===== src/rtl/addr_spi_pkg.sv =====
package addr_spi_pkg;

    localparam int BITCNT_W = 11;   // up to 255 skip bytes * 8 bits
    localparam int TIME_W   = 8;    // elapsed count on D[31:24]

    // window bases, compared on the upper address bits
    localparam logic [13:0] WIN16_PLAIN = 14'h1024;     // addr[31:18]
    localparam logic [13:0] WIN16_SWAP  = 14'h1025;
    localparam logic [15:0] WIN_CMDW    = 16'h408A;     // addr[31:16]
    localparam logic [21:0] WIN_RX      = 22'h102242;   // addr[31:10]
    localparam logic [21:0] WIN_RXS     = 22'h102243;
    localparam logic [21:0] WIN8_PLAIN  = 22'h102244;
    localparam logic [21:0] WIN8_SWAP   = 22'h102245;
    localparam logic [21:0] WIN_SKIPLO  = 22'h102246;
    localparam logic [21:0] WIN_SKIPHI  = 22'h102247;
    localparam logic [21:0] WIN_TIME    = 22'h102248;

    typedef enum logic [3:0] {
        OP_NONE, OP_X16, OP_X16S, OP_X8, OP_X8S, OP_RX, OP_RXS,
        OP_SKIPHI, OP_SKIPLO, OP_TIME, OP_CMDW
    } op_e;

    typedef struct packed {
        logic [15:0]         data;
        logic [BITCNT_W-1:0] nbits;
        logic                capture;
        logic                fill;
    } job_t;

    function automatic op_e decode_op(input logic [31:0] a);
        op_e r;
        r = OP_NONE;
        if (a[31:18] == WIN16_PLAIN)      r = OP_X16;
        else if (a[31:18] == WIN16_SWAP)  r = OP_X16S;
        else if (a[31:16] == WIN_CMDW)    r = OP_CMDW;
        else begin
            case (a[31:10])
                WIN_RX:     r = OP_RX;
                WIN_RXS:    r = OP_RXS;
                WIN8_PLAIN: r = OP_X8;
                WIN8_SWAP:  r = OP_X8S;
                WIN_SKIPLO: r = OP_SKIPLO;
                WIN_SKIPHI: r = OP_SKIPHI;
                WIN_TIME:   r = OP_TIME;
                default:    r = OP_NONE;
            endcase
        end
        return r;
    endfunction

    function automatic logic [31:0] rx_lane(input logic [15:0] rx, input logic swap);
        return swap ? {rx[7:0], rx[15:8], 16'h0000} : {rx, 16'h0000};
    endfunction

endpackage


===== src/rtl/addr_spi_timer.sv =====
module addr_spi_timer
    import addr_spi_pkg::*;
#(
    parameter int TICK_DIV = 50
) (
    input  logic              clk,
    input  logic              rst,
    input  logic              clr,
    output logic [TIME_W-1:0] elapsed
);
    localparam int PW = (TICK_DIV > 1) ? $clog2(TICK_DIV) : 1;
    localparam logic [PW-1:0] PRE_LAST = PW'(TICK_DIV - 1);

    logic [PW-1:0] pre;

    always_ff @(posedge clk) begin
        if (rst || clr) begin
            pre     <= '0;
            elapsed <= '0;
        end else if (pre == PRE_LAST) begin
            pre <= '0;
            if (elapsed != {TIME_W{1'b1}}) elapsed <= elapsed + 1'b1;
        end else begin
            pre <= pre + 1'b1;
        end
    end
endmodule


===== src/rtl/addr_spi_shift.sv =====
module addr_spi_shift
    import addr_spi_pkg::*;
#(
    parameter int HALF_DIV = 2
) (
    input  logic        clk,
    input  logic        rst,
    input  logic        go,
    input  job_t        job,
    input  logic        miso,
    output logic        sclk,
    output logic        mosi,
    output logic [15:0] rx,
    output logic        busy
);
    localparam int DW = (HALF_DIV > 1) ? $clog2(HALF_DIV) : 1;
    localparam logic [DW-1:0] DIV_LAST = DW'(HALF_DIV - 1);

    logic [15:0]         sr;
    logic [BITCNT_W-1:0] left;
    logic [DW-1:0]       div;
    logic                fill, cap, run;

    assign mosi = sr[15];
    assign busy = run;

    always_ff @(posedge clk) begin
        if (rst) begin
            sr   <= 16'hFFFF;
            left <= '0;
            div  <= '0;
            fill <= 1'b1;
            cap  <= 1'b0;
            run  <= 1'b0;
            sclk <= 1'b0;
            rx   <= '0;
        end else if (!run) begin
            if (go && job.nbits != '0) begin
                run  <= 1'b1;
                sr   <= job.data;
                left <= job.nbits;
                fill <= job.fill;
                cap  <= job.capture;
                div  <= '0;
                sclk <= 1'b0;
            end
        end else if (div != DIV_LAST) begin
            div <= div + 1'b1;
        end else begin
            div <= '0;
            if (!sclk) begin
                sclk <= 1'b1;
                if (cap) rx <= {rx[14:0], miso};
            end else begin
                sclk <= 1'b0;
                sr   <= {sr[14:0], fill};
                left <= left - 1'b1;
                if (left == BITCNT_W'(1)) run <= 1'b0;
            end
        end
    end
endmodule


===== src/rtl/addr_spi_bus.sv =====
module addr_spi_bus
    import addr_spi_pkg::*;
(
    input  logic              clk,
    input  logic              rst,
    input  logic              as_n,
    input  logic [31:0]       addr,
    input  logic [15:0]       rx_word,
    input  logic              eng_busy,
    input  logic [TIME_W-1:0] elapsed,
    output logic [31:0]       rdata,
    output logic              ack,
    output job_t              job,
    output logic              job_go,
    output logic              time_clr,
    output logic              cs_n,
    output logic              busy
);
    typedef enum logic [1:0] {B_IDLE, B_WAIT, B_DONE} bst_e;

    bst_e        st;
    logic [31:0] acc_addr;
    logic        pend_valid;
    logic        ready;
    op_e         op;

    assign op       = decode_op(acc_addr);
    assign ready    = (st == B_WAIT) && !pend_valid && !eng_busy;
    assign time_clr = ready && (op == OP_TIME);
    assign busy     = pend_valid | eng_busy;
    assign job_go   = pend_valid && as_n && !eng_busy;

    always_ff @(posedge clk) begin
        if (rst) begin
            st         <= B_IDLE;
            acc_addr   <= '0;
            pend_valid <= 1'b0;
            job        <= '0;
            rdata      <= '0;
            ack        <= 1'b0;
            cs_n       <= 1'b1;
        end else begin
            ack <= 1'b0;
            if (job_go) pend_valid <= 1'b0;
            case (st)
                B_IDLE: if (!as_n) begin
                    acc_addr <= addr;
                    st       <= B_WAIT;
                end
                B_WAIT: if (ready) begin
                    ack   <= 1'b1;
                    st    <= B_DONE;
                    rdata <= '0;
                    case (op)
                        OP_X16, OP_X16S: begin
                            rdata      <= rx_lane(rx_word, op == OP_X16S);
                            job        <= '{data: acc_addr[17:2], nbits: BITCNT_W'(16),
                                            capture: 1'b1, fill: 1'b1};
                            pend_valid <= 1'b1;
                        end
                        OP_X8, OP_X8S: begin
                            rdata      <= rx_lane(rx_word, op == OP_X8S);
                            job        <= '{data: {acc_addr[9:2], 8'hFF}, nbits: BITCNT_W'(8),
                                            capture: 1'b1, fill: 1'b1};
                            pend_valid <= 1'b1;
                        end
                        OP_RX, OP_RXS:
                            rdata <= rx_lane(rx_word, op == OP_RXS);
                        OP_SKIPHI, OP_SKIPLO: begin
                            job        <= '{data: {16{op == OP_SKIPHI}},
                                            nbits: {acc_addr[9:2], 3'b000},
                                            capture: 1'b0, fill: (op == OP_SKIPHI)};
                            pend_valid <= (acc_addr[9:2] != 8'h00);
                        end
                        OP_TIME:
                            rdata <= {elapsed, {(32-TIME_W){1'b0}}};
                        OP_CMDW:
                            if (acc_addr[15:10] == 6'd0) cs_n <= acc_addr[2];
                        default: ;
                    endcase
                end
                B_DONE: if (as_n) st <= B_IDLE;
                default: st <= B_IDLE;
            endcase
        end
    end
endmodule


===== src/rtl/addr_spi_engine.sv =====
module addr_spi_engine
    import addr_spi_pkg::*;
#(
    parameter int HALF_DIV = 2,
    parameter int TICK_DIV = 50
) (
    input  logic        clk,
    input  logic        rst,
    input  logic        bus_as_n,
    input  logic [31:0] bus_addr,
    output logic [31:0] bus_rdata,
    output logic        bus_ack,
    output logic        spi_sclk,
    output logic        spi_mosi,
    input  logic        spi_miso,
    output logic        spi_cs_n,
    output logic        busy
);
    job_t              job;
    logic              job_go, time_clr, eng_busy;
    logic [15:0]       rx_word;
    logic [TIME_W-1:0] elapsed;

    addr_spi_bus u_bus (
        .clk      (clk),
        .rst      (rst),
        .as_n     (bus_as_n),
        .addr     (bus_addr),
        .rx_word  (rx_word),
        .eng_busy (eng_busy),
        .elapsed  (elapsed),
        .rdata    (bus_rdata),
        .ack      (bus_ack),
        .job      (job),
        .job_go   (job_go),
        .time_clr (time_clr),
        .cs_n     (spi_cs_n),
        .busy     (busy)
    );

    addr_spi_shift #(.HALF_DIV(HALF_DIV)) u_shift (
        .clk  (clk),
        .rst  (rst),
        .go   (job_go),
        .job  (job),
        .miso (spi_miso),
        .sclk (spi_sclk),
        .mosi (spi_mosi),
        .rx   (rx_word),
        .busy (eng_busy)
    );

    addr_spi_timer #(.TICK_DIV(TICK_DIV)) u_timer (
        .clk     (clk),
        .rst     (rst),
        .clr     (time_clr),
        .elapsed (elapsed)
    );
endmodule


===== config.mk =====
export PLATFORM = sky130hd
export DESIGN_NAME = addr_spi_engine
export DESIGN_NICKNAME = d
export VERILOG_FILES = /design/src/rtl/addr_spi_pkg.sv /design/src/rtl/addr_spi_timer.sv /design/src/rtl/addr_spi_shift.sv /design/src/rtl/addr_spi_bus.sv /design/src/rtl/addr_spi_engine.sv
export SDC_FILE = /design/constraint.sdc
export NUM_CORES = 1
export LEC_CHECK = 0
export BUFFER_PORTS_ARGS = -buffer_cell sky130_fd_sc_hd__buf_4
export CAP_MARGIN = 20
export CORE_ASPECT_RATIO = 0.8
export CORE_MARGIN = 2
export CORE_UTILIZATION = 56
export CTS_BUF_LIST = sky130_fd_sc_hd__clkbuf_16
export CTS_CLUSTER_SIZE = 8
export DETAILED_ROUTE_END_ITERATION = 7
export PLACE_DENSITY = 0.79
export SYNTH_ARGS = -nofsm -noshare
export SYNTH_HDL_FRONTEND = slang
export SYNTH_SLANG_ARGS = --single-unit

===== constraint.sdc =====
create_clock -name clk -period 3.65 [get_ports clk]
set_clock_uncertainty 0.2 [all_clocks]
set_input_delay 0.1825 -clock clk [delete_from_list [all_inputs] [get_ports clk]]
set_output_delay 0.1825 -clock clk [all_outputs]
set_load 0.05 [all_outputs]

[Word level (Yosys, flattened, before mapping)]
Index checks and enable logic that the tools add are counted.
Operators by class
  mux-type cells: 37
  bitwise operators: 5
  equal/unequal tests: 30
  $add $sub $neg: 4
  reductions and logical operators: 32
Operators with widths (number)
  == test 22 x 21 -> 1 bit, second input constant: 7
  one-hot mux 32 bit (4 select lines): 1
  2-to-1 mux 32 bit: 3
  one-hot mux 29 bit (3 select lines): 1
  2-to-1 mux 16 bit: 4
  2-to-1 mux 11 bit: 4
  == test 14 x 13 -> 1 bit, second input constant: 2
  one-hot mux 4 bit (7 select lines): 1
  == test 16 x 15 -> 1 bit, second input constant: 1
  == test 4 x 3 -> 1 bit, second input constant: 4
  2-to-1 mux 1 bit: 15
  == test 4 bit, second input constant: 3
  2-to-1 mux 4 bit: 3
  OR reduction 2 bit: 6
  == test 11 x 1 -> 1 bit, second input constant: 1
  nonzero test 11 bit: 1
  subtractor 11 x 1 -> 11 bit, second input constant: 1
  AND reduction 2 bit: 5
  AND reduction 3 bit: 3
  adder 8 x 1 -> 8 bit, second input constant: 1
  == test 4 x 2 -> 1 bit, second input constant: 2
  != test 8 bit, second input constant: 1
  AND reduction 4 bit: 2
  nonzero test 8 bit: 1
  21 further kinds: 35
Storage, ports and cells
  logic and storage cells: 128
  bits in registers: 160

[Logic depth before layout (Yosys ltp)]
  depth after elaboration: 10
  gate-level depth with buffers: 10
  mapped depth without buffers: 8

[Modules after synthesis]
From an unflattened synthesis, not the netlist that was laid out.
Unflattened totals
  cells, all modules: 858
  area, all modules: 6981.7 µm²
Modules (own cells, without submodules)
  addr_spi_bus: area an instance 3907.5 µm², times used 1, cells each 493
  addr_spi_shift: area an instance 2397.3 µm², times used 1, cells each 290
  addr_spi_timer: area an instance 676.9 µm², times used 1, cells each 75

[Least setup slack after synthesis]
OpenSTA, ideal clock, no wires.
  path kind: register to register
  from: reg u_bus.acc_addr[14]
  to: reg, netlist name u_bus.job[0]
  period minus slack after synthesis: 2.827 ns
  setup slack: 0.823 ns
  buffers on the path: 1
  stages on the path, launching flop included: 9
  arrival time: 2.495 ns
  library setup time: 0.132 ns
  cells stage by stage: dfxtp_1 -> or4b_4 -> a211o_1 -> a221o_1 -> and3_1 -> o41a_1 -> buf_2 -> nor2_1 -> nor3_1
On the way
  cells in the longest elaborated chain, start to end: 9
  elaborated cells on any way between the ends: 23
  those cells by class: eq/ne: 13; mux: 5; reduce/logical: 5
Ends and longest elaborated chain
  from (decl): RTL line addr_spi_bus.sv:22  | logic [31:0] acc_addr;
  from (signal assigned): RTL line addr_spi_bus.sv:47  | acc_addr <= addr;
  == test 22 x 21 -> 1 bit: RTL line addr_spi_pkg.sv:37  | case (a[31:10])
  one-hot mux 4 bit (7 select lines) (*): RTL line addr_spi_pkg.sv:37
  2-to-1 mux 4 bit (*): RTL line addr_spi_pkg.sv:35  | else if (a[31:16] == WIN_CMDW) r = OP_CMDW;
  2-to-1 mux 4 bit (*): RTL line addr_spi_pkg.sv:34  | else if (a[31:18] == WIN16_SWAP) r = OP_X16S;
  2-to-1 mux 4 bit (*): RTL line addr_spi_pkg.sv:33  | if (a[31:18] == WIN16_PLAIN) r = OP_X16;
  == test 4 x 1 -> 1 bit, or another cell as far along: RTL line addr_spi_bus.sv:54  | case (op)
  OR reduction 2 bit, on equally long branches
  nonzero test 3 bit (no line)
  AND reduction 3 bit (no line)
Every way passes the cells marked *; elsewhere a longest branch is shown, timed or not. The select of a mux whose other input is x is not followed.
A chain may end at the register's enable or synchronous reset.

[Final worst setup path]
  from: reg u_bus.acc_addr[11]
  to: reg u_bus.rdata[16]
On the way
  cells in the longest elaborated chain, start to end: 8
  elaborated cells on any way between the ends: 25
  those cells by class: eq/ne: 14; mux: 8; reduce/logical: 3
Ends and longest elaborated chain
  == test 22 x 21 -> 1 bit: RTL line addr_spi_pkg.sv:37
  one-hot mux 4 bit (7 select lines) (*): RTL line addr_spi_pkg.sv:37
  2-to-1 mux 4 bit (*): RTL line addr_spi_pkg.sv:35
  2-to-1 mux 4 bit (*): RTL line addr_spi_pkg.sv:34
  2-to-1 mux 4 bit (*): RTL line addr_spi_pkg.sv:33
  == test 4 x 3 -> 1 bit, or another cell as far along: RTL line addr_spi_bus.sv:54, addr_spi_bus.sv:68
  2-to-1 mux 32 bit, or another cell as far along: RTL line addr_spi_pkg.sv:52  | return swap ? {rx[7:0], rx[15:8], 16'h0000} : {rx, 16'h0000};
  one-hot mux 32 bit (4 select lines) (*): RTL line addr_spi_bus.sv:54
  to (signal assigned): RTL line addr_spi_bus.sv:56  | rdata <= rx_lane(rx_word, op == OP_X16S);
  to (signal assigned): RTL line addr_spi_bus.sv:62  | rdata <= rx_lane(rx_word, op == OP_X8S);
  to (signal assigned): RTL line addr_spi_bus.sv:68  | rdata <= rx_lane(rx_word, op == OP_RXS);
  to (decl): RTL line addr_spi_bus.sv:11  | output logic [31:0] rdata,
Every way passes the cells marked *; elsewhere a longest branch is shown, timed or not.

==> impl_metrics.csv <==
group,metric,value,unit
routing,dr.first_iter.drc_count,629,
timing,worst_slew_pin_slew,0.986,ns
grt,gr-usage-met3,5.51,%
timing,setup_viol,0,
synth,netlist.area_leader.share,43.3,%
pwr,p_leak,2.82,nW
clock_network,cts_setup_buffers,0,
routing,ant_nets,0,
routing,avgRoutedWirePerCell,15.9,um
setup_path,cp_common_cell,"o21ai_1",
placement,place_congestion,0.921,
timing,period_minus_slack,3.26,ns
setup_path,reg2reg_setup_slack,0.39,ns
timing,fin_hold_ws,0.0808,ns
pwr,ir_drop,0.347,mV
grt,antenna_found_initial,0,
routing,wirelength,16.3,mm
routing,drtPass1Iterations,6,
job,drv_cap,0,
routing,drc,0,
setup_path,arrival,3.40,ns
clock_network,cts_max_path_buffers,2,
synth,synthArstFlopShare,0,%
setup_path,worstRegToRegCells,7,
synth,ys_types,63,
clock_network,clock_latency,0.43,ns
floorplan,die_w,124,um
synth,ys_top_cells_by_area,"dfxtp_1, nand2_1, a21oi_1, nor2_1, mux2i_1",
timing,period_share,89.3,%
timing,fin_tns_setup,0,ns
clock_network,clock-sinks,139,
grt,gr-usage-met1,37.9,%
finish,nets,912,
setup_path,required,3.80,ns
hold_path,hold_path.class,"in2reg",
setup_path,worstPathCellList,"or3b_2 -> a211o_1 -> a221oi_2 -> o21ai_1 -> o21ai_1 -> a22oi_1 -> o21ai_1",
synth,synth_warnings,0,
clock_network,cts_tree,"done",
synth,syn_area,0.00643,mm^2
placement,port_buffers,54,
clock_network,ctsResizeCount,0,
finish,syn2layout_area_growth,21.6,%
setup_path,slowest_stage,"o21ai_1",
setup_path,r2r_end,"u_bus.rdata[16]",
grt,grt-busiest-layer,"met2",
timing,maxSlewViolCount,0,
timing,hold_viol,0,
outcome,status,"completed",
synth,yosys.area.top_type,"dfxtp_1",
synth,synth_top_family_by_area,"simple AND/OR/NAND/NOR gates",
setup_path,cp-start-kind,"register",
synth,muxShareOfSynthArea,4.05,%
finish,drive_gt1_share,12.3,%
timing,timing.fmax,0.307,GHz
grt,grt_first_pass_wirelength,27.1,mm
clock_network,numCtsBuffers,17,
finish,layout_commonest_cell,"dfxtp_1",
grt,grt_max_degree,65,
synth,synth-xor-area-share,1.63,%
clock_network,htree_levels,4,
timing,grt_setup_unrepaired,"false",
finish,layout_common_cells,"dfxtp_1, nand2_1, a21oi_1",
synth,synthAdderAreaFrac,0.973,%
setup_path,criticalPathCategory,"reg2reg",
placement,dpl.hpwl,10.6,mm
floorplan,die-area,0.0124,mm^2
routing,vias_per_cell,5.86,
synth,synthCells,800,
synth,synth-simple-area-share,23.3,%
finish,antenna_cells,0,
floorplan,ios,73,
synth,synth_compound_area_share,21.4,%
floorplan,die_h,99.9,um
setup_path,timing.rr.start,"u_bus.acc_addr[11]",
synth,synth_edf_count,0,
synth,seq_area_frac_synth,43.3,%
floorplan,initial_utilization,58.4,%
pwr,p_per_area,476,mW/mm^2
hold_path,min_from,"rst",
synth,syn_avg_cell_area,8.04,um^2
setup_path,crit_path_end_kind,"register",
setup_path,crit_path_max_fanout,13,
hold_path,hold_end,"u_bus.job[1]",
grt,grt_overflow,0,
setup_path,critPathMaxStageDelay,0.57,ns
clock_network,path_clk_slew,0.06,ns
synth,yosys_most_used_dff,"dfxtp_1",
routing,num_vias,6022,
grt,track_usage,27.4,%
grt,met2_usage,43.5,%
floorplan,rows,34,
floorplan,coreArea,0.0110,mm^2
synth,ys_seq_elements,139,
clock_network,cts_root_buf,"clkbuf_16",
grt,grt_pass1_vias,5606,
timing,max_slew_margin,34.3,%
hold_path,hold_path_depth,2,
-- registers in the layout (all words and copies together), names as in the netlist --
signal,count
u_bus.acc_addr,30
u_bus.ack,1
u_bus.cs_n,1
u_bus.job,26
u_bus.pend_valid,1
u_bus.rdata,16
u_bus.st,2
u_shift.busy,1
u_shift.cap,1
u_shift.div,1
u_shift.fill,1
u_shift.left,11
u_shift.rx,16
u_shift.sclk,1
u_shift.sr,16
u_timer.elapsed,8
u_timer.pre,6
-- where the power goes --
part | internal (mW) | switching (mW)
sequential | 1.55 | 0.0406
combinational | 0.106 | 0.177
clock | 1.20 | 0.651
-- repair_timing --
item / 4_1_cts / 5_1_grt
hold buffers: 32 / 0
endpoints found under the setup margin: 0 / 0
hold endpoints to repair: 33 / 0
-- metrics by stage --
step | power [mW] | util [%] | setup slack [ns] | instances | cell area [um^2]
global placement | 1.86 | 62.4 | 0.551 | 964 | 6870
CTS | 3.73 | 71.0 | 0.467 | 1027 | 7820
finish | 3.72 | 71.0 | 0.391 | 1027 | 7820
global route | 3.82 | 71.0 | 0.142 | 1027 | 7820
floorplan | 1.81 | - | 0.823 | 815 | 6490
detailed placement | 1.87 | 62.4 | 0.477 | 964 | 6870
-- worst max-delay path: cells and delay by family (launching register included) --
kind,cells,cell delay (ns)
AOI/OAI and AO/OA,6,2.04
and+or+nand+nor,1,0.52
DFF,1,0.43
-- layer usage --
metal / share of wire [%] / vias to the layer above / wire length [um]
met1: 46 / 2803 / 7540
met3: 6.6 / 30 / 1070
met2: 45 / 252 / 7410
li1: - / 2937 / -
met4: 1.7 / 0 / 269
met5: 0 / - / 0
-- final cells by class --
cell class	count	area, um^2
well taps	144	180
flip-flops and latches	139	2780
multi-input cells	602	3370
clock inverters	14	203
clock buffers	17	425
repair buffers	97	808
inverters	14	52.6
fillers	832	3200
-- synthesized netlist by cell type (all sizes together), types with 2 or more instances --
cell type	number
inv	14
nand2b	7
and2	3
a211oi	14
nand3b	3
a22oi	9
nand2	133
nor4b	4
nor4	5
nor3b	5
nand3	13
nor2b	7
or2	4
and3	6
nor2	91
xnor2	4
a31oi	2
o211ai	2
a211o	19
a21oi	95
clkbuf	38
or3	6
o22ai	3
ha	5
o2bb2ai	2
o31a	3
dfxtp	139
or4	3
buf	22
o21bai	3
or3b	3
nor3	21
xor2	8
o31ai	2
nand4	10
a22o	7
a32oi	4
a221oi	3
o21ai	39
mux2i	26
-- how the worst max path moves through the flow --
stage	startpoint	endpoint	slack [ns]	cells past startpoint
after global routing	u_bus.acc_addr[11]	u_bus.rdata[16]	0.14	7
after detailed placement	u_bus.acc_addr[11]	u_bus.job[25]	0.48	7
after CTS	u_bus.acc_addr[11]	u_bus.job[25]	0.47	7
after global placement	u_bus.acc_addr[14]	u_bus.rdata[22]	0.55	7
final	u_bus.acc_addr[11]	u_bus.rdata[16]	0.39	7
after floorplan	u_bus.acc_addr[14]	u_bus.job[0]	0.82	8
-- cells by family after synthesis --
| group | Yosys count |
|---|---|
| muxes | 26 |
| buffers and inverters | 74 |
| AOI/OAI and AO/OA | 216 |
| other | 1 |
| adders and majority gates | 5 |
| and+or+nand+nor | 327 |
| DFF | 139 |
| xor gates and xnor gates | 12 |
Note: power is estimated with default switching activity, not from simulation.
